`config.mk`:
```
export PLATFORM = sky130hd
export DESIGN_NAME = pbus_target
export DESIGN_NICKNAME = d
export VERILOG_FILES = /design/src/rtl/pbus_pkg.sv /design/src/rtl/pbus_decode.sv /design/src/rtl/pbus_regfile.sv /design/src/rtl/pbus_ctrl.sv /design/src/rtl/pbus_target.sv
export SDC_FILE = /design/constraint.sdc
export NUM_CORES = 1
export LEC_CHECK = 0
export BUFFER_PORTS_ARGS = -buffer_cell sky130_fd_sc_hd__buf_2
export CAP_MARGIN = 20
export CORE_AREA = 2 2 356 252
export DETAILED_ROUTE_END_ITERATION = 7
export DIE_AREA = 0 0 358 254
export PLACE_DENSITY = 0.47
export SLEW_MARGIN = 20
export SYNTH_ARGS = -nofsm -noshare
export SYNTH_HDL_FRONTEND = slang
export SYNTH_SLANG_ARGS = --single-unit
export TNS_END_PERCENT = 20
```
`constraint.sdc`:
```
create_clock -name clk -period 3.8 [get_ports clk]
set_input_delay 1.14 -clock clk [delete_from_list [all_inputs] [get_ports clk]]
set_output_delay 1.14 -clock clk [all_outputs]
set_load 0.05 [all_outputs]
```
`src/rtl/pbus_pkg.sv`:
```
package pbus_pkg;

    typedef enum logic [2:0] {
        ST_IDLE,
        ST_ADDR1,
        ST_ADDR2,
        ST_WAIT,
        ST_DATA,
        ST_SKIP
    } tgt_state_e;

    localparam logic [3:0] CMD_IO_RD  = 4'b0010;
    localparam logic [3:0] CMD_IO_WR  = 4'b0011;
    localparam logic [3:0] CMD_MEM_RD = 4'b0110;
    localparam logic [3:0] CMD_MEM_WR = 4'b0111;

    function automatic logic cmd_is_mem(input logic [3:0] c);
        return (c == CMD_MEM_RD) || (c == CMD_MEM_WR);
    endfunction

    function automatic logic cmd_is_io(input logic [3:0] c);
        return (c == CMD_IO_RD) || (c == CMD_IO_WR);
    endfunction

endpackage

```
`src/rtl/pbus_decode.sv`:
```
module pbus_decode #(
    parameter int ADDR_W    = 32,
    parameter int WORD_BITS = 4
) (
    input  logic [ADDR_W-1:2]           addr,
    input  logic [3:0]                  cmd,
    input  logic [ADDR_W-WORD_BITS-3:0] mem_base_hi,
    input  logic [ADDR_W-WORD_BITS-3:0] io_base_hi,
    output logic                        hit,
    output logic                        is_write,
    output logic [WORD_BITS-1:0]        word
);
    import pbus_pkg::*;

    localparam int WIN_BITS = WORD_BITS + 2;

    logic [ADDR_W-WIN_BITS-1:0] upper;
    logic                       mem_match;
    logic                       io_match;

    always_comb begin
        upper     = addr[ADDR_W-1:WIN_BITS];
        mem_match = cmd_is_mem(cmd) && (upper == mem_base_hi);
        io_match  = cmd_is_io(cmd)  && (upper == io_base_hi);
        hit       = mem_match || io_match;
        is_write  = cmd[0];
        word      = addr[WIN_BITS-1:2];
    end

endmodule

```
`src/rtl/pbus_regfile.sv`:
```
module pbus_regfile #(
    parameter int NWORDS = 16,
    parameter int DATA_W = 32,
    localparam int AW    = $clog2(NWORDS),
    localparam int NB    = DATA_W / 8
) (
    input  logic              clk,
    input  logic              rst_n,
    input  logic              we,
    input  logic [NB-1:0]     be,
    input  logic [AW-1:0]     addr,
    input  logic [DATA_W-1:0] wdata,
    output logic [DATA_W-1:0] rdata
);

    logic [DATA_W-1:0] mem_q [NWORDS];
    logic [DATA_W-1:0] mem_d [NWORDS];

    always_comb begin
        for (int w = 0; w < NWORDS; w++) begin
            mem_d[w] = mem_q[w];
            for (int b = 0; b < NB; b++) begin
                if (we && (addr == AW'(w)) && be[b]) begin
                    mem_d[w][b*8 +: 8] = wdata[b*8 +: 8];
                end
            end
        end
        rdata = mem_q[addr];
    end

    always_ff @(posedge clk or negedge rst_n) begin
        if (!rst_n) begin
            for (int w = 0; w < NWORDS; w++) begin
                mem_q[w] <= '0;
            end
        end else begin
            for (int w = 0; w < NWORDS; w++) begin
                mem_q[w] <= mem_d[w];
            end
        end
    end

endmodule

```
`src/rtl/pbus_ctrl.sv`:
```
module pbus_ctrl #(
    parameter int ADDR_W      = 32,
    parameter int DATA_W      = 32,
    parameter int WAIT_STATES = 2,
    localparam int CNT_W      = (WAIT_STATES < 2) ? 1 : $clog2(WAIT_STATES + 1),
    localparam int NB         = DATA_W / 8
) (
    input  logic              clk,
    input  logic              rst_n,
    input  logic              frame_n,
    input  logic              irdy_n,
    input  logic [3:0]        cbe_n,
    input  logic [ADDR_W-1:0] ad_in,
    input  logic              dec_hit,
    input  logic              dec_write,
    input  logic [DATA_W-1:0] rd_data,
    output logic [ADDR_W-1:2] lat_addr,
    output logic [3:0]        lat_cmd,
    output logic              wr_en,
    output logic [NB-1:0]     wr_be,
    output logic [DATA_W-1:0] wr_data,
    output logic              devsel_n,
    output logic              trdy_n,
    output logic              ad_oe,
    output logic [DATA_W-1:0] ad_out
);
    import pbus_pkg::*;

    typedef struct packed {
        tgt_state_e         st;
        logic               frame_prev;
        logic [ADDR_W-1:2]  addr;
        logic [3:0]         cmd;
        logic               wr;
        logic [CNT_W-1:0]   wcnt;
        logic               devsel_n;
        logic               trdy_n;
        logic               oe;
        logic [DATA_W-1:0]  dout;
    } ctrl_t;

    ctrl_t r_q;
    ctrl_t r_d;

    always_comb begin
        r_d            = r_q;
        r_d.frame_prev = frame_n;
        wr_en          = 1'b0;
        wr_be          = ~cbe_n[NB-1:0];
        wr_data        = ad_in[DATA_W-1:0];

        case (r_q.st)
            ST_IDLE: begin
                if (!frame_n && r_q.frame_prev) begin
                    r_d.addr = ad_in[ADDR_W-1:2];
                    r_d.cmd  = cbe_n;
                    r_d.st   = ST_ADDR1;
                end
            end
            ST_ADDR1: begin
                r_d.wr = dec_write;
                r_d.st = dec_hit ? ST_ADDR2 : ST_SKIP;
            end
            ST_ADDR2: begin
                r_d.devsel_n = 1'b0;
                if (WAIT_STATES == 0) begin
                    r_d.trdy_n = 1'b0;
                    r_d.oe     = !r_q.wr;
                    r_d.dout   = rd_data;
                    r_d.st     = ST_DATA;
                end else begin
                    r_d.wcnt = CNT_W'(WAIT_STATES);
                    r_d.st   = ST_WAIT;
                end
            end
            ST_WAIT: begin
                if (r_q.wcnt == CNT_W'(1)) begin
                    r_d.trdy_n = 1'b0;
                    r_d.oe     = !r_q.wr;
                    r_d.dout   = rd_data;
                    r_d.st     = ST_DATA;
                end else begin
                    r_d.wcnt = r_q.wcnt - CNT_W'(1);
                end
            end
            ST_DATA: begin
                if (!irdy_n) begin
                    wr_en        = r_q.wr;
                    r_d.devsel_n = 1'b1;
                    r_d.trdy_n   = 1'b1;
                    r_d.oe       = 1'b0;
                    r_d.dout     = '0;
                    r_d.st       = frame_n ? ST_IDLE : ST_SKIP;
                end
            end
            ST_SKIP: begin
                if (frame_n && irdy_n) begin
                    r_d.st = ST_IDLE;
                end
            end
            default: begin
                r_d.st = ST_IDLE;
            end
        endcase
    end

    always_ff @(posedge clk or negedge rst_n) begin
        if (!rst_n) begin
            r_q.st         <= ST_IDLE;
            r_q.frame_prev <= 1'b1;
            r_q.addr       <= '0;
            r_q.cmd        <= '0;
            r_q.wr         <= 1'b0;
            r_q.wcnt       <= '0;
            r_q.devsel_n   <= 1'b1;
            r_q.trdy_n     <= 1'b1;
            r_q.oe         <= 1'b0;
            r_q.dout       <= '0;
        end else begin
            r_q <= r_d;
        end
    end

    assign lat_addr = r_q.addr;
    assign lat_cmd  = r_q.cmd;
    assign devsel_n = r_q.devsel_n;
    assign trdy_n   = r_q.trdy_n;
    assign ad_oe    = r_q.oe;
    assign ad_out   = r_q.dout;

endmodule

```
`src/rtl/pbus_target.sv`:
```
module pbus_target #(
    parameter int ADDR_W      = 32,
    parameter int DATA_W      = 32,
    parameter int NWORDS      = 16,
    parameter int WAIT_STATES = 2,
    localparam int WORD_BITS  = $clog2(NWORDS),
    localparam int BASE_W     = ADDR_W - WORD_BITS - 2,
    localparam int NB         = DATA_W / 8
) (
    input  logic              clk,
    input  logic              rst_n,
    input  logic              frame_n,
    input  logic              irdy_n,
    input  logic [3:0]        cbe_n,
    input  logic [ADDR_W-1:0] ad_in,
    input  logic [BASE_W-1:0] mem_base_hi,
    input  logic [BASE_W-1:0] io_base_hi,
    output logic [DATA_W-1:0] ad_out,
    output logic              ad_oe,
    output logic              devsel_n,
    output logic              trdy_n
);

    logic [ADDR_W-1:2]    lat_addr;
    logic [3:0]           lat_cmd;
    logic                 dec_hit;
    logic                 dec_write;
    logic [WORD_BITS-1:0] dec_word;
    logic                 wr_en;
    logic [NB-1:0]        wr_be;
    logic [DATA_W-1:0]    wr_data;
    logic [DATA_W-1:0]    rd_data;

    pbus_decode #(
        .ADDR_W    (ADDR_W),
        .WORD_BITS (WORD_BITS)
    ) u_decode (
        .addr        (lat_addr),
        .cmd         (lat_cmd),
        .mem_base_hi (mem_base_hi),
        .io_base_hi  (io_base_hi),
        .hit         (dec_hit),
        .is_write    (dec_write),
        .word        (dec_word)
    );

    pbus_regfile #(
        .NWORDS (NWORDS),
        .DATA_W (DATA_W)
    ) u_regs (
        .clk   (clk),
        .rst_n (rst_n),
        .we    (wr_en),
        .be    (wr_be),
        .addr  (dec_word),
        .wdata (wr_data),
        .rdata (rd_data)
    );

    pbus_ctrl #(
        .ADDR_W      (ADDR_W),
        .DATA_W      (DATA_W),
        .WAIT_STATES (WAIT_STATES)
    ) u_ctrl (
        .clk       (clk),
        .rst_n     (rst_n),
        .frame_n   (frame_n),
        .irdy_n    (irdy_n),
        .cbe_n     (cbe_n),
        .ad_in     (ad_in),
        .dec_hit   (dec_hit),
        .dec_write (dec_write),
        .rd_data   (rd_data),
        .lat_addr  (lat_addr),
        .lat_cmd   (lat_cmd),
        .wr_en     (wr_en),
        .wr_be     (wr_be),
        .wr_data   (wr_data),
        .devsel_n  (devsel_n),
        .trdy_n    (trdy_n),
        .ad_oe     (ad_oe),
        .ad_out    (ad_out)
    );

endmodule

```
==> results.sh <==
export IMPL_number_of_flops_mapped_to_enable_cells_by_yosys=0
export IMPL_syn_instance_count=1725
export IMPL_dieHeight_um=254
export IMPL_htree_levels=2
export IMPL_vdd_drop_max_mv=0.5041
export IMPL_p_per_area_nw_per_um2=627.4
export IMPL_hold_path_class="reg -> reg"
export IMPL_clockPowerShare_pct=32.0
export IMPL_synthDistinctLibCells=47
export IMPL_antenna_left=0
export IMPL_clk_transition_reported_paths_ns=0.07
export IMPL_slowest_stage="sky130_fd_sc_hd__dfrtp_1"
export IMPL_largest_net_degree_at_the_start_of_global_routing=84
export IMPL_post_synth_top_area_cell="sky130_fd_sc_hd__dfrtp_1"
export IMPL_setup_viol=0
export IMPL_r2r_setup_slack_ns=0.94
export IMPL_synth_sequential_area_ratio_pct=54.50
export IMPL_drt_initial_drc_count=978
export IMPL_synth_top_cell_area_share_pct=54.21
export IMPL_postSynthRegisterBits=588
export IMPL_post_route_min_period_ns=2.865
export IMPL_timing_slew_headroom_pct=43.82
export IMPL_post_drt_via_cell_ratio=4.967
export IMPL_cap_viol_max_count=0
export IMPL_initial_utilization_pct=30.88
export IMPL_grt_pass1_vias=16023
export IMPL_grt_use_total_pct=16.62
export IMPL_hold_viol=0
export IMPL_post_synth_instance_area_um2=27000
export IMPL_fin_skew_ns=0.02176
export IMPL_worst_path_max_fanout=14
export IMPL_die_x_um=358
export IMPL_vias=15219
export IMPL_cts_sinks=588
export IMPL_net_count_of_the_mapped_netlist=1818
export IMPL_max_root_sink_buffers=3
export IMPL_share_of_layout_cells_above_drive_strength_1_pct=56.31
export IMPL_drt_first_pass_iters=5
export IMPL_grt_overflow_total=0
export IMPL_fraction_of_power_spent_switching_nets_pct=30.26
export IMPL_postCtsHoldBufs=0
export IMPL_static_leakage_power_nw=14.42
export IMPL_outcome="finished, final reports clean"
export IMPL_num_rows=91
export IMPL_grt_pass1_wl_mm=111.7
export IMPL_fmax_mhz=349.1
export IMPL_floorplan_core_area_um2=87440
export IMPL_cts_buffers=59
export IMPL_dp_hpwl_mm=49.21
export IMPL_clock_root_buffer="sky130_fd_sc_hd__clkbuf_16"
export IMPL_worstPathRequired_ns=4.32
export IMPL_synthTopCellsByArea="sky130_fd_sc_hd__dfrtp_1 (54%), sky130_fd_sc_hd__mux2_2 (23%), sky130_fd_sc_hd__mux4_2 (13%)"
export IMPL_yosys_warnings=0
export IMPL_report_power_total_mw=19.60
export IMPL_postCtsSetupBuffers=0
export IMPL_worst_setup_path_end_kind="register"
export IMPL_post_cts_resized=0
export IMPL_clock_latency_ns=0.64
export IMPL_cp_data_arrival_time_ns=3.39
export IMPL_grt_setup_unrepaired="false"
export IMPL_finalWorstSetupSlack_ns=0.9354
export IMPL_synth_top_cells_by_count="sky130_fd_sc_hd__dfrtp_1 (585), sky130_fd_sc_hd__mux2_2 (541), sky130_fd_sc_hd__mux4_2 (160), sky130_fd_sc_hd__nand2_1 (52), sky130_fd_sc_hd__nor2_2 (47)"
export IMPL_worst_path_largest_cell_delay_ns=0.59
export IMPL_buffer_ports_inserted=126
export IMPL_share_seq_of_total_power_pct=43.8
export IMPL_dieArea_um2=90930
export IMPL_totalNegativeSetupSlack_ns=0
export IMPL_cell_internal_power_mw=13.67
export IMPL_average_size_of_a_mapped_cell_um2=15.65
export IMPL_route_detailed_drc=0
export IMPL_post_place_ws_ns=0.2612
export IMPL_syn2layout_area_growth_pct=15.69
export IMPL_ioPinCount=127
export IMPL_post_synth_top_count_cell="sky130_fd_sc_hd__dfrtp_1"
export IMPL_synth_flop_cell="sky130_fd_sc_hd__dfrtp_1"
export IMPL_post_detailed_routing_wire_length_mm=74.11
export IMPL_synth_async_reset_ratio_pct=100.0
export IMPL_finalNetCount=1949
export IMPL_antenna_diode_count=0
export IMPL_power_switching_mw=5.932
export IMPL_cts_tree="yes"
export IMPL_routedWlPerCell_um=24.19
export IMPL_gp_routability_congestion=0.7767
export IMPL_setup_worst_path_start_class="register"
export IMPL_power_combinational_fraction_pct=24.2
export IMPL_cp_cell_instances="nor4b_4 -> nand2_2 -> nor3_2 -> nand2_1 -> nor2_2 -> mux2_2"
export IMPL_slew_violations=0
export IMPL_critical_path_class="reg -> reg"
export IMPL_layout_worst_path_cycle_share_pct=75.38
export IMPL_timing_worst_slew_pin_value_ns=0.8427
export IMPL_antenna_found_initial=3
[sequential cells by signal, indices dropped and copies added (netlist names)]
register and flops:
u_ctrl.trdy_n 1, u_regs.mem_q 512, u_ctrl.lat_cmd 4, u_ctrl.devsel_n 1
u_ctrl.lat_addr 30, u_ctrl.ad_oe 1, u_ctrl.ad_out 32, u_ctrl.r_q 7
[power groups by stage]
stage	logic (mW)	clock network, mW	registers (mW)
3_3_place_gp	4.79	0	8.65
4_1_cts	4.87	6.46	8.60
5_1_grt	5.12	6.74	8.75
2_1_floorplan	3.82	0	8.04
3_5_place_dp	4.86	0	8.70
6_report	4.75	6.27	8.58
[area by class of cell]
cell class | instances | area (um^2)
repair buffers | 193 | 1294
multi-input cells | 980 | 11580
clock inverters | 22 | 304.0
inverters | 34 | 127.6
clock buffers | 85 | 1757
flip-flops and latches | 588 | 14730
well taps | 1162 | 1454
fillers | 8350 | 56200
[worst max-delay path, delay by kind of cell (launching register included)]
kind             cells  cell delay [ns]
flip-flops           1             0.59
multiplexers         1             0.40
AND/OR/NAND/NOR      5             1.75
[through the flow]
step / instance area, um^2 / instances / hold slack [ns] / util (%)
2_1_floorplan: 27000 / 1725 / 0.4510 / -
3_3_place_gp: 29180 / 2957 / 0.4635 / 33.37
3_5_place_dp: 29180 / 2957 / 0.4682 / 33.37
4_1_cts: 31240 / 3064 / 0.4820 / 35.73
5_1_grt: 31240 / 3064 / 0.5112 / 35.73
6_report: 31240 / 3064 / 0.4743 / 35.73
[worst paths after layout]
| kind | startpoint | cells after the start | to |
|---|---|---|---|
| max | u_ctrl.r_q[75] | 6 | u_regs.mem_q[474] |
| min | u_ctrl.ad_out[2] | 2 | u_ctrl.ad_out[2] |
| max reg2reg | u_ctrl.r_q[75] | 6 | u_regs.mem_q[474] |
| min reg2reg | u_ctrl.ad_out[2] | 2 | u_ctrl.ad_out[2] |
| max in group asynchronous | rst_n | 2 | u_regs.mem_q[159] |
| min in group asynchronous | rst_n | 1 | u_ctrl.ad_out[20] |
[cell usage in the layout, fill, tap and decap left out, types with 12 or more instances in the layout]
cell type and count:
sky130_fd_sc_hd__dfrtp_1 581, sky130_fd_sc_hd__xnor2_1 37, sky130_fd_sc_hd__nor2_4 17, sky130_fd_sc_hd__inv_1 34, sky130_fd_sc_hd__clkbuf_16 61, sky130_fd_sc_hd__nand2_1 52
sky130_fd_sc_hd__nor2_2 47, sky130_fd_sc_hd__buf_12 12, sky130_fd_sc_hd__clkbuf_8 14, sky130_fd_sc_hd__o21ai_0 40, sky130_fd_sc_hd__buf_2 125, sky130_fd_sc_hd__mux4_2 160
sky130_fd_sc_hd__xor2_1 15, sky130_fd_sc_hd__buf_4 55, sky130_fd_sc_hd__mux2_2 541
[routing by layer]
layer	part of all wire [%]	up-vias	GRT usage (%)
met5	0	-	0
met4	1.5	0	3.371
met3	3.6	78	2.535
met2	44	231	24.73
met1	51	8326	25.46
li1	-	6584	-
[cells by family (layout without fill, tap and decap cells)]
group | count (synthesis) | after routing | share of synthesized area (%)
buf+inv | 157 | 334 | 2.697
fa+ha+maj | 1 | 1 | 0.04633
flops | 588 | 588 | 54.50
xor+xnor | 52 | 52 | 1.687
simple gates | 163 | 163 | 3.702
compound gates | 56 | 56 | 1.172
mux | 708 | 708 | 36.19
Power figures use the tool's default switching activity.
